### config.mk
export PLATFORM = sky130hd
export DESIGN_NAME = adc_result_latch
export DESIGN_NICKNAME = d
export VERILOG_FILES = /design/src/rtl/adc_result_latch.sv
export SDC_FILE = /design/constraint.sdc
export NUM_CORES = 1
export LEC_CHECK = 0
export ABC_AREA = 1
export BUFFER_PORTS_ARGS = -buffer_cell sky130_fd_sc_hd__buf_2
export CAP_MARGIN = 5
export CORE_UTILIZATION = 44
export CTS_CLUSTER_SIZE = 30
export DETAILED_ROUTE_END_ITERATION = 8
export PLACE_DENSITY = 0.9
export SLEW_MARGIN = 20
export SYNTH_ARGS = -nofsm -noshare
export SYNTH_HDL_FRONTEND = slang
export SYNTH_SLANG_ARGS = --single-unit
### constraint.sdc
create_clock -name clk -period 2.7 [get_ports clk]
set_clock_uncertainty 0.15 [all_clocks]
set_input_delay 0.135 -clock clk [delete_from_list [all_inputs] [get_ports clk]]
set_output_delay 0.135 -clock clk [all_outputs]
set_load 0.01 [all_outputs]
### src/rtl/adc_result_latch.sv
module adc_result_latch #(
  parameter int RES_W  = 10,
  parameter int BYTE_W = 8
) (
  input  logic              clk,
  input  logic              rst_n,
  input  logic              res_valid,
  input  logic [RES_W-1:0]  res_data,
  input  logic              rd_lo,
  input  logic              rd_hi,
  input  logic              flag_clr,
  input  logic              irq_en,
  output logic [BYTE_W-1:0] lo_byte,
  output logic [BYTE_W-1:0] hi_byte,
  output logic              done_flag,
  output logic              irq
);
  localparam int HI_W  = RES_W - BYTE_W;
  localparam int PAD_W = BYTE_W - HI_W;

  logic [RES_W-1:0] held;
  logic             locked;
  logic             take;

  assign take = res_valid && (rd_hi || (!locked && !rd_lo));

  always_ff @(posedge clk) begin
    if (!rst_n) begin
      held      <= '0;
      locked    <= 1'b0;
      done_flag <= 1'b0;
    end else begin
      if (take) held <= res_data;
      if (rd_hi)      locked <= 1'b0;
      else if (rd_lo) locked <= 1'b1;
      if (res_valid)     done_flag <= 1'b1;
      else if (flag_clr) done_flag <= 1'b0;
    end
  end

  assign lo_byte = held[BYTE_W-1:0];
  assign hi_byte = {{PAD_W{1'b0}}, held[RES_W-1:BYTE_W]};
  assign irq     = done_flag & irq_en;
endmodule


==> impl_metrics.env, run 1 <==
export IMPL_outcome="complete, no violations"
export IMPL_crit_required_ns=2.72
export IMPL_worst_hold_path_num_cells=5
export IMPL_ys_seq_area_share_pct=40.9
export IMPL_clock_latency_ns=0.27
export IMPL_worstPathArrival_ns=1.51
export IMPL_cts_buffer_depth=2
export IMPL_clkPwrFrac_pct=34.3
export IMPL_avgRoutedWirePerCell_microns=9.15
export IMPL_ys_warn_count=0
export IMPL_floorplan_die_width_microns=38.6
export IMPL_initial_core_util_pct=50.2
export IMPL_swShare_pct=26.5
export IMPL_startpoint_type="register"
export IMPL_grt_max_degree=22
export IMPL_combinationalPowerShare_pct=18.1
export IMPL_design_area_sq_um=723
export IMPL_hold_end="held[5]"
export IMPL_r2r_start="locked"
export IMPL_path_clk_slew_ns=0.08
export IMPL_post_dp_hpwl_microns=793
export IMPL_grt_pass1_vias=452
export IMPL_slew_headroom_pct=49.9
export IMPL_gp_congestion=0.656
export IMPL_final_max_slew_viol_count=0
export IMPL_grt_pass1_wl_microns=1840
export IMPL_p_leak_uw=0.000436
export IMPL_routed_wl_microns=1130
export IMPL_ant_nets=0
export IMPL_power_density_nw_per_um2=572
export IMPL_met2_length_microns=563
export IMPL_synth_area_sq_um=588
export IMPL_r2r_cells=4
export IMPL_power_uw=414
export IMPL_clock_tree_root_cell="clkbuf_4"
export IMPL_ctsResizeCount=0
export IMPL_tns_ns=0
export IMPL_drc_errors=0
export IMPL_hp_class="input pin to register"
export IMPL_hold_ws_ns=0.0214
export IMPL_critical_path_class="register to register"
export IMPL_max_freq_mhz=673
export IMPL_placed_area_sq_um=677
export IMPL_maxCapViolations=0
export IMPL_fp_row_count=12
export IMPL_coreArea_sq_um=1170
export IMPL_reg2reg_slack_ns=1.21
export IMPL_die_area_sq_um=1490
export IMPL_io_pins=35
export IMPL_grt_ovfl_total=0
export IMPL_postSynthAreaPerCell_sq_um=7.09
export IMPL_path_cells="o21ai_2 -> nand3_1 -> nand2_1 -> nor2_1"
export IMPL_routed_via_density=4.49
export IMPL_rsz0062_at_grt="false"
export IMPL_ys_ff_latch=12
export IMPL_clkSinkCount=12
export IMPL_cts_setup_buffers=0
export IMPL_wl_met1_microns=486
export IMPL_tritoncts="built"
export IMPL_antenna_cells=0
export IMPL_max_vdd_ir_drop_v=0.000213
export IMPL_cts_inserted_buffers=3
export IMPL_layout_drive_gt1_share_pct=30.9
export IMPL_sequentialPowerShare_pct=47.5
export IMPL_hp_start="res_data[5]"
export IMPL_port_buffers=28
export IMPL_antenna_found_initial=0
export IMPL_ys_types=13
export IMPL_tightest_slew_ns=0.752
export IMPL_cp_max_fo=21
export IMPL_die_y_microns=38.6
export IMPL_highest_layer="met4"
export IMPL_fin_crit_ns=1.49
export IMPL_drt_iter0_markers=10
export IMPL_area_growth_pct=23.0
export IMPL_wl_met3_microns=69
export IMPL_p_int_uw=304
export IMPL_setup_viol=0
export IMPL_netlist_instances=83
export IMPL_cp_slowest_stage_delay_ns=0.60
export IMPL_nNetsFinal=128
export IMPL_dr_pass1_iters=4
export IMPL_timing_rr_end="held[4]"
export IMPL_timing_final_crit_share_pct=55.0
export IMPL_worst_path_max_delay_cell="o21ai_2"
export IMPL_grtUsageTotal_pct=18.4
export IMPL_p_switching_uw=110
export IMPL_endpoint_kind="register"
export IMPL_hold_viol_final=0
export IMPL_cts_max_level=1
export IMPL_vias=557
-- flip-flops by register name (all words and copies together) (netlist names) --
register / count
held: 10
locked: 1
done_flag: 1
-- through the flow --
| step | setup slack, ns | utilization [%] | instances |
|---|---|---|---|
| 6_report | 1.21 | 61.8 | 124 |
| 5_1_grt | 1.08 | 61.8 | 124 |
| 4_1_cts | 1.21 | 61.8 | 124 |
| 3_5_place_dp | 1.24 | 57.8 | 119 |
| 3_3_place_gp | 1.31 | 57.8 | 119 |
| 2_1_floorplan | 1.66 | - | 88 |
-- logic make-up after synthesis --
kind of cell	Yosys count	share of synthesized area, %
other	1	0.638
buffers and inverters	25	23.8
AO/OA/AOI/OAI	12	11.5
flip-flops	12	40.9
AND/OR/NAND/NOR	33	23.2
-- metal layers --
layer	vias up	GRT usage, %
met4	0	10.3
met3	2	3.49
met5	-	0
met2	22	31.7
li1	298	-
met1	235	20.9
-- power by group through the flow --
stage / sequential (uW) / clock, uW / combinational, uW
floorplan: 207 / 0 / 50.8
global placement: 201 / 0 / 71.7
detailed placement: 201 / 0 / 73.8
CTS: 197 / 147 / 75.2
global route: 198 / 156 / 87.0
finish: 197 / 142 / 75.1
-- synth_stat cells, drive strengths merged --
master	n	area (sq um)
a21oi	11	58.8
buf	11	87.6
nand2	11	41.3
inv	14	52.6
conb	1	3.75
dfxtp	12	240
nand3	10	50.1
o21ai	1	8.76
nor2	12	45.0
-- final cells by class --
| cell class | instances | area [sq um] |
|---|---|---|
| Clock buffer | 4 | 36.3 |
| Fill cell | 117 | 448 |
| Inverter | 14 | 52.6 |
| Multi-Input combinational cell | 51 | 226 |
| Sequential cell | 12 | 240 |
| Tap cell | 14 | 17.5 |
| Timing Repair Buffer | 29 | 150 |
-- critical path: cells and delay by family (launching register included) --
family	cells	cell delay (ns)
AOI/OAI and AO/OA	1	0.60
DFF	1	0.31
and+or+nand+nor	3	0.32
-- worst max path at each step --
stage | from | cells after the start | endpoint | slack, ns
final | locked | 4 | held[4] | 1.21
after global routing | locked | 4 | held[6] | 1.08
after CTS | locked | 4 | held[4] | 1.21
after detailed placement | locked | 4 | held[4] | 1.24
after global placement | locked | 4 | held[8] | 1.31
after floorplan | locked | 5 | held[5] | 1.66
-- what timing repair did --
item                       CTS  global route
hold buffers                 1             0
setup endpoints to repair    0             0
hold endpoints to repair     1             0
-- placed cells by master (no fill, tap or decap) --
cell type | Yosys | final
nor2_1 | 12 | 12
a21oi_1 | 10 | 10
dlygate4sd3_1 | 0 | 1
clkbuf_8 | 0 | 1
clkbuf_4 | 0 | 3
buf_2 | 1 | 28
nand2_1 | 11 | 11
a21oi_2 | 1 | 1
o21ai_2 | 1 | 1
dfxtp_1 | 12 | 12
conb_1 | 1 | 6
nand3_1 | 10 | 10
inv_1 | 14 | 14
Power figures use the tool's default switching activity.
==> inputs of run 2 (changes only) <==
--- a/config.mk
+++ b/config.mk
@@ -8,10 +8,10 @@
 export ABC_AREA = 1
 export BUFFER_PORTS_ARGS = -buffer_cell sky130_fd_sc_hd__buf_2
 export CAP_MARGIN = 5
-export CORE_UTILIZATION = 44
+export CORE_UTILIZATION = 37
 export CTS_CLUSTER_SIZE = 30
 export DETAILED_ROUTE_END_ITERATION = 8
-export PLACE_DENSITY = 0.9
+export PLACE_DENSITY = 0.82
 export SLEW_MARGIN = 20
 export SYNTH_ARGS = -nofsm -noshare
 export SYNTH_HDL_FRONTEND = slang
==> constraint.sdc (replaced) <==
create_clock -name clk -period 1.25 [get_ports clk]
set_clock_uncertainty 0.15 [all_clocks]
set_input_delay 0.0625 -clock clk [delete_from_list [all_inputs] [get_ports clk]]
set_output_delay 0.0625 -clock clk [all_outputs]
set_load 0.01 [all_outputs]
==> impl_metrics.env, run 2 (same netlist as run 1, synthesis figures left out) <==
export IMPL_outcome="complete, no violations"
export IMPL_timing_final_crit_share_pct=89.4
export IMPL_routed_via_density=4.32
export IMPL_hold_viol_final=0
export IMPL_grtUsageTotal_pct=16.6
export IMPL_io_pins=35
export IMPL_ctsResizeCount=0
export IMPL_crit_required_ns=1.26
export IMPL_post_dp_hpwl_microns=843
export IMPL_rsz0062_at_grt="false"
export IMPL_drc_errors=0
export IMPL_final_max_slew_viol_count=0
export IMPL_power_density_nw_per_um2=1090
export IMPL_p_switching_uw=240
export IMPL_swShare_pct=26.0
export IMPL_clkSinkCount=12
export IMPL_floorplan_die_width_microns=41.9
export IMPL_path_cells="o21ai_2 -> buf_4 -> nand3_1 -> nand2_1 -> nor2_1"
export IMPL_mostFrequentLayoutCells="buf_2 (28), inv_1 (14), nor2_1 (12), dfxtp_1 (12), dlygate4sd3_1 (12)"
export IMPL_path_clk_slew_ns=0.08
export IMPL_grt_max_degree=22
export IMPL_grt_pass1_vias=574
export IMPL_worstPathArrival_ns=1.13
export IMPL_antenna_found_initial=0
export IMPL_worst_path_max_delay_cell="dfxtp_1"
export IMPL_setup_viol=0
export IMPL_path_buf_inv=1
export IMPL_cts_buffer_depth=2
export IMPL_startpoint_type="register"
export IMPL_tritoncts="built"
export IMPL_endpoint="held[6]"
export IMPL_clock_tree_root_cell="clkbuf_4"
export IMPL_nNetsFinal=141
export IMPL_antenna_cells=0
export IMPL_vias=600
export IMPL_max_flop_register="held"
export IMPL_layout_drive_gt1_share_pct=29.3
export IMPL_r2r_cells=5
export IMPL_clock_latency_ns=0.26
export IMPL_crit_start="locked"
export IMPL_tns_ns=0
export IMPL_ant_nets=0
export IMPL_area_growth_pct=44.7
export IMPL_crit_cells=5
export IMPL_cts_inserted_buffers=3
export IMPL_fin_ws_ns=0.133
export IMPL_endpoint_kind="register"
export IMPL_dr_pass1_iters=1
export IMPL_final_common_cell="buf_2"
export IMPL_max_vdd_ir_drop_v=0.000470
export IMPL_maxCapViolations=0
export IMPL_avgRoutedWirePerCell_microns=9.22
export IMPL_clkPwrFrac_pct=32.8
export IMPL_combinationalPowerShare_pct=21.2
export IMPL_r2r_start="locked"
export IMPL_initial_core_util_pct=39.5
export IMPL_grt_ovfl_total=0
export IMPL_fp_row_count=14
export IMPL_reg2reg_slack_ns=0.13
export IMPL_p_leak_uw=0.000491
export IMPL_cp_max_fo=11
export IMPL_drt_iter0_markers=0
export IMPL_die_y_microns=41.9
export IMPL_cp_slowest_stage_delay_ns=0.32
export IMPL_hold_ws_ns=0.0723
export IMPL_critical_path_class="register to register"
export IMPL_fin_crit_ns=1.12
export IMPL_p_int_uw=684
export IMPL_sequentialPowerShare_pct=46.0
export IMPL_die_area_sq_um=1750
export IMPL_routed_wl_microns=1280
export IMPL_max_freq_mhz=895
export IMPL_reg_top3="held x10, done_flag x1, locked x1"
export IMPL_largest_reg_flops=10
export IMPL_place_ws_ns=0.158
export IMPL_cts_max_level=1
export IMPL_cts_hold_buf=12
export IMPL_grt_pass1_wl_microns=2240
export IMPL_gp_congestion=0.707
export IMPL_coreArea_sq_um=1490
export IMPL_hp_class="input pin to register"
export IMPL_cts_setup_buffers=0
export IMPL_crit_family="flip-flops"
export IMPL_timing_rr_end="held[6]"
export IMPL_port_buffers=28
[run 2: cell types whose count changed in the layout (fill, tap and decap cells not counted), sizes merged]
| cell | before | now |
|---|---|---|
| buf | 28 | 30 |
| dlygate4sd3 | 1 | 12 |
[run 2: worst register-to-register path: stages (launching register included)]
cell	delay, ns
dfxtp_1	0.32
o21ai_2	0.14
buf_4	0.19
nand3_1	0.09
nand2_1	0.09
nor2_1	0.04
[run 2: how the worst min path moves through the flow]
stage,startpoint,cells past startpoint,slack [ns],to
5_1_grt,rd_lo,4,0.08,locked
3_5_place_dp,flag_clr,4,0.21,done_flag
3_3_place_gp,flag_clr,4,0.20,done_flag
2_1_floorplan,rst_n,2,0.05,locked
4_1_cts,rd_hi,5,0.06,locked
6_report,rd_hi,5,0.07,locked
[run 2: layout make-up]
cell class | instances | area (sq um)
repair buffers | 42 | 275
inverters | 14 | 52.6
clock buffers | 4 | 36.3
flip-flops and latches | 12 | 240
well taps | 16 | 20.0
fillers | 165 | 638
multi-input cells | 51 | 226
[run 2: power groups by stage]
stage / sequential [uW] / combinational [uW] / clock, uW
2_1_floorplan: 447 / 110 / 0
3_3_place_gp: 433 / 162 / 0
3_5_place_dp: 434 / 167 / 0
4_1_cts: 425 / 196 / 312
5_1_grt: 428 / 220 / 333
6_report: 425 / 196 / 303
[run 2: per-stage QoR]
stage	instance area, sq um	instances	power [uW]	utilization, %
floorplan	607	88	557	-
global placement	694	123	595	46.6
CTS	851	139	932	57.1
global route	851	139	980	57.1
finish	851	139	924	57.1
detailed placement	694	123	601	46.6
[run 2: layer usage]
| metal | global-route usage [%] | up-vias | routed length, microns |
|---|---|---|---|
| li1 | - | 322 | - |
| met1 | 15.5 | 256 | 495 |
| met3 | 3.91 | 2 | 57 |
| met5 | 0 | - | 0 |
| met4 | 9.03 | 0 | 12 |
| met2 | 32.2 | 20 | 716 |
==> inputs of run 3 (changes only) <==
--- a/config.mk
+++ b/config.mk
@@ -11,8 +11,7 @@
 export CORE_UTILIZATION = 37
 export CTS_CLUSTER_SIZE = 30
 export DETAILED_ROUTE_END_ITERATION = 8
-export PLACE_DENSITY = 0.82
-export SLEW_MARGIN = 20
+export PLACE_DENSITY = 0.73
 export SYNTH_ARGS = -nofsm -noshare
 export SYNTH_HDL_FRONTEND = slang
 export SYNTH_SLANG_ARGS = --single-unit
==> impl_metrics.env, run 3 (same netlist as run 1, synthesis figures left out) <==
export IMPL_outcome="complete, no violations"
export IMPL_p_switching_uw=239
export IMPL_max_freq_mhz=909
export IMPL_r2r_start="locked"
export IMPL_die_area_sq_um=1750
export IMPL_fp_row_count=14
export IMPL_rsz0062_at_grt="false"
export IMPL_p_leak_uw=0.000492
export IMPL_grt_ovfl_total=0
export IMPL_initial_core_util_pct=39.5
export IMPL_final_common_cell="buf_2"
export IMPL_routed_via_density=4.27
export IMPL_startpoint_type="register"
export IMPL_largest_reg_flops=10
export IMPL_ant_nets=0
export IMPL_sequentialPowerShare_pct=46.0
export IMPL_grt_pass1_wl_microns=1830
export IMPL_combinationalPowerShare_pct=21.5
export IMPL_maxCapViolations=0
export IMPL_max_flop_register="held"
export IMPL_cts_inserted_buffers=3
export IMPL_p_int_uw=687
export IMPL_path_clk_slew_ns=0.08
export IMPL_crit_start="locked"
export IMPL_setup_viol=0
export IMPL_fin_crit_ns=1.10
export IMPL_final_max_slew_viol_count=0
export IMPL_cts_max_level=1
export IMPL_antenna_cells=0
export IMPL_max_vdd_ir_drop_v=0.000477
export IMPL_area_growth_pct=45.5
export IMPL_swShare_pct=25.8
export IMPL_post_dp_hpwl_microns=812
export IMPL_antenna_found_initial=0
export IMPL_power_uw=926
export IMPL_dr_pass1_iters=4
export IMPL_gp_congestion=0.667
export IMPL_mostFrequentLayoutCells="buf_2 (28), inv_1 (14), nor2_1 (12), dfxtp_1 (12), dlygate4sd3_1 (12)"
export IMPL_power_density_nw_per_um2=1080
export IMPL_tns_ns=0
export IMPL_reg_top3="held x10, done_flag x1, locked x1"
export IMPL_hp_start="rd_lo"
export IMPL_io_pins=35
export IMPL_grt_max_degree=22
export IMPL_port_buffers=28
export IMPL_finish_utilization_pct=57.5
export IMPL_endpoint_kind="register"
export IMPL_coreArea_sq_um=1490
export IMPL_critical_path_class="register to register"
export IMPL_ctsResizeCount=0
export IMPL_clock_tree_root_cell="clkbuf_4"
export IMPL_die_y_microns=41.9
export IMPL_floorplan_die_width_microns=41.9
export IMPL_clock_latency_ns=0.27
export IMPL_crit_required_ns=1.26
export IMPL_nNetsFinal=140
export IMPL_grt_pass1_vias=461
export IMPL_routed_wl_microns=1240
export IMPL_clkSinkCount=12
export IMPL_drc_errors=0
export IMPL_tritoncts="built"
export IMPL_hold_viol_final=0
export IMPL_worstPathArrival_ns=1.11
export IMPL_timing_final_crit_share_pct=88.0
export IMPL_layout_drive_gt1_share_pct=28.7
export IMPL_hp_class="input pin to register"
export IMPL_cts_buffer_depth=2
export IMPL_grtUsageTotal_pct=13.7
export IMPL_avgRoutedWirePerCell_microns=9.01
export IMPL_vias=589
export IMPL_clkPwrFrac_pct=32.5
export IMPL_drt_iter0_markers=5
export IMPL_cp_max_fo=21
## run 3: worst paths after layout
check / depth (start not counted) / slack (ns) / end
min: 4 / 0.04 / locked
max reg2reg: 5 / 0.15 / held[4]
min reg2reg: 2 / 0.33 / held[8]
max: 5 / 0.15 / held[4]
## run 3: repair_timing
action                    4_1_cts  5_1_grt
hold endpoints to repair       12        0
hold buffers                   12        0
buffers inserted                0        0
## run 3: power by group through the flow
stage	sequential, uW	combinational, uW	clock, uW
after floorplan	447	110	0
after global placement	433	165	0
after detailed placement	436	170	0
after CTS	427	198	310
after global routing	429	216	327
final	426	199	301
## run 3: final cells by class
class                   count  area [sq um]
fillers                   143           633
repair buffers             41           280
flip-flops and latches     12           240
multi-input cells          51           226
inverters                  14          52.6
clock buffers               4          36.3
well taps                  16          20.0
## run 3: routing by layer
layer / GRT usage (%) / wire length (microns) / up-vias
li1: - / - / 318
met4: 9.68 / 14 / 0
met5: 0 / 0 / -
met3: 1.30 / 66 / 2
met2: 25.3 / 624 / 20
met1: 14.1 / 538 / 249
## run 3: stage by stage
stage	hold WS [ns]	instances	cell area (sq um)	setup WS (ns)
after floorplan	0.0470	88	607	0.214
after global placement	0.207	122	699	0.188
after detailed placement	0.224	122	699	0.162
after CTS	0.0440	138	856	0.144
after global routing	0.0663	138	856	0.0894
final	0.0446	138	856	0.150
## run 3: critical path, cell delays in order, from the launching register on
cell and delay (ns):
dfxtp_1 0.32, o21ai_2 0.17, buf_12 0.17, nand3_1 0.07, nand2_1 0.07, nor2_1 0.04
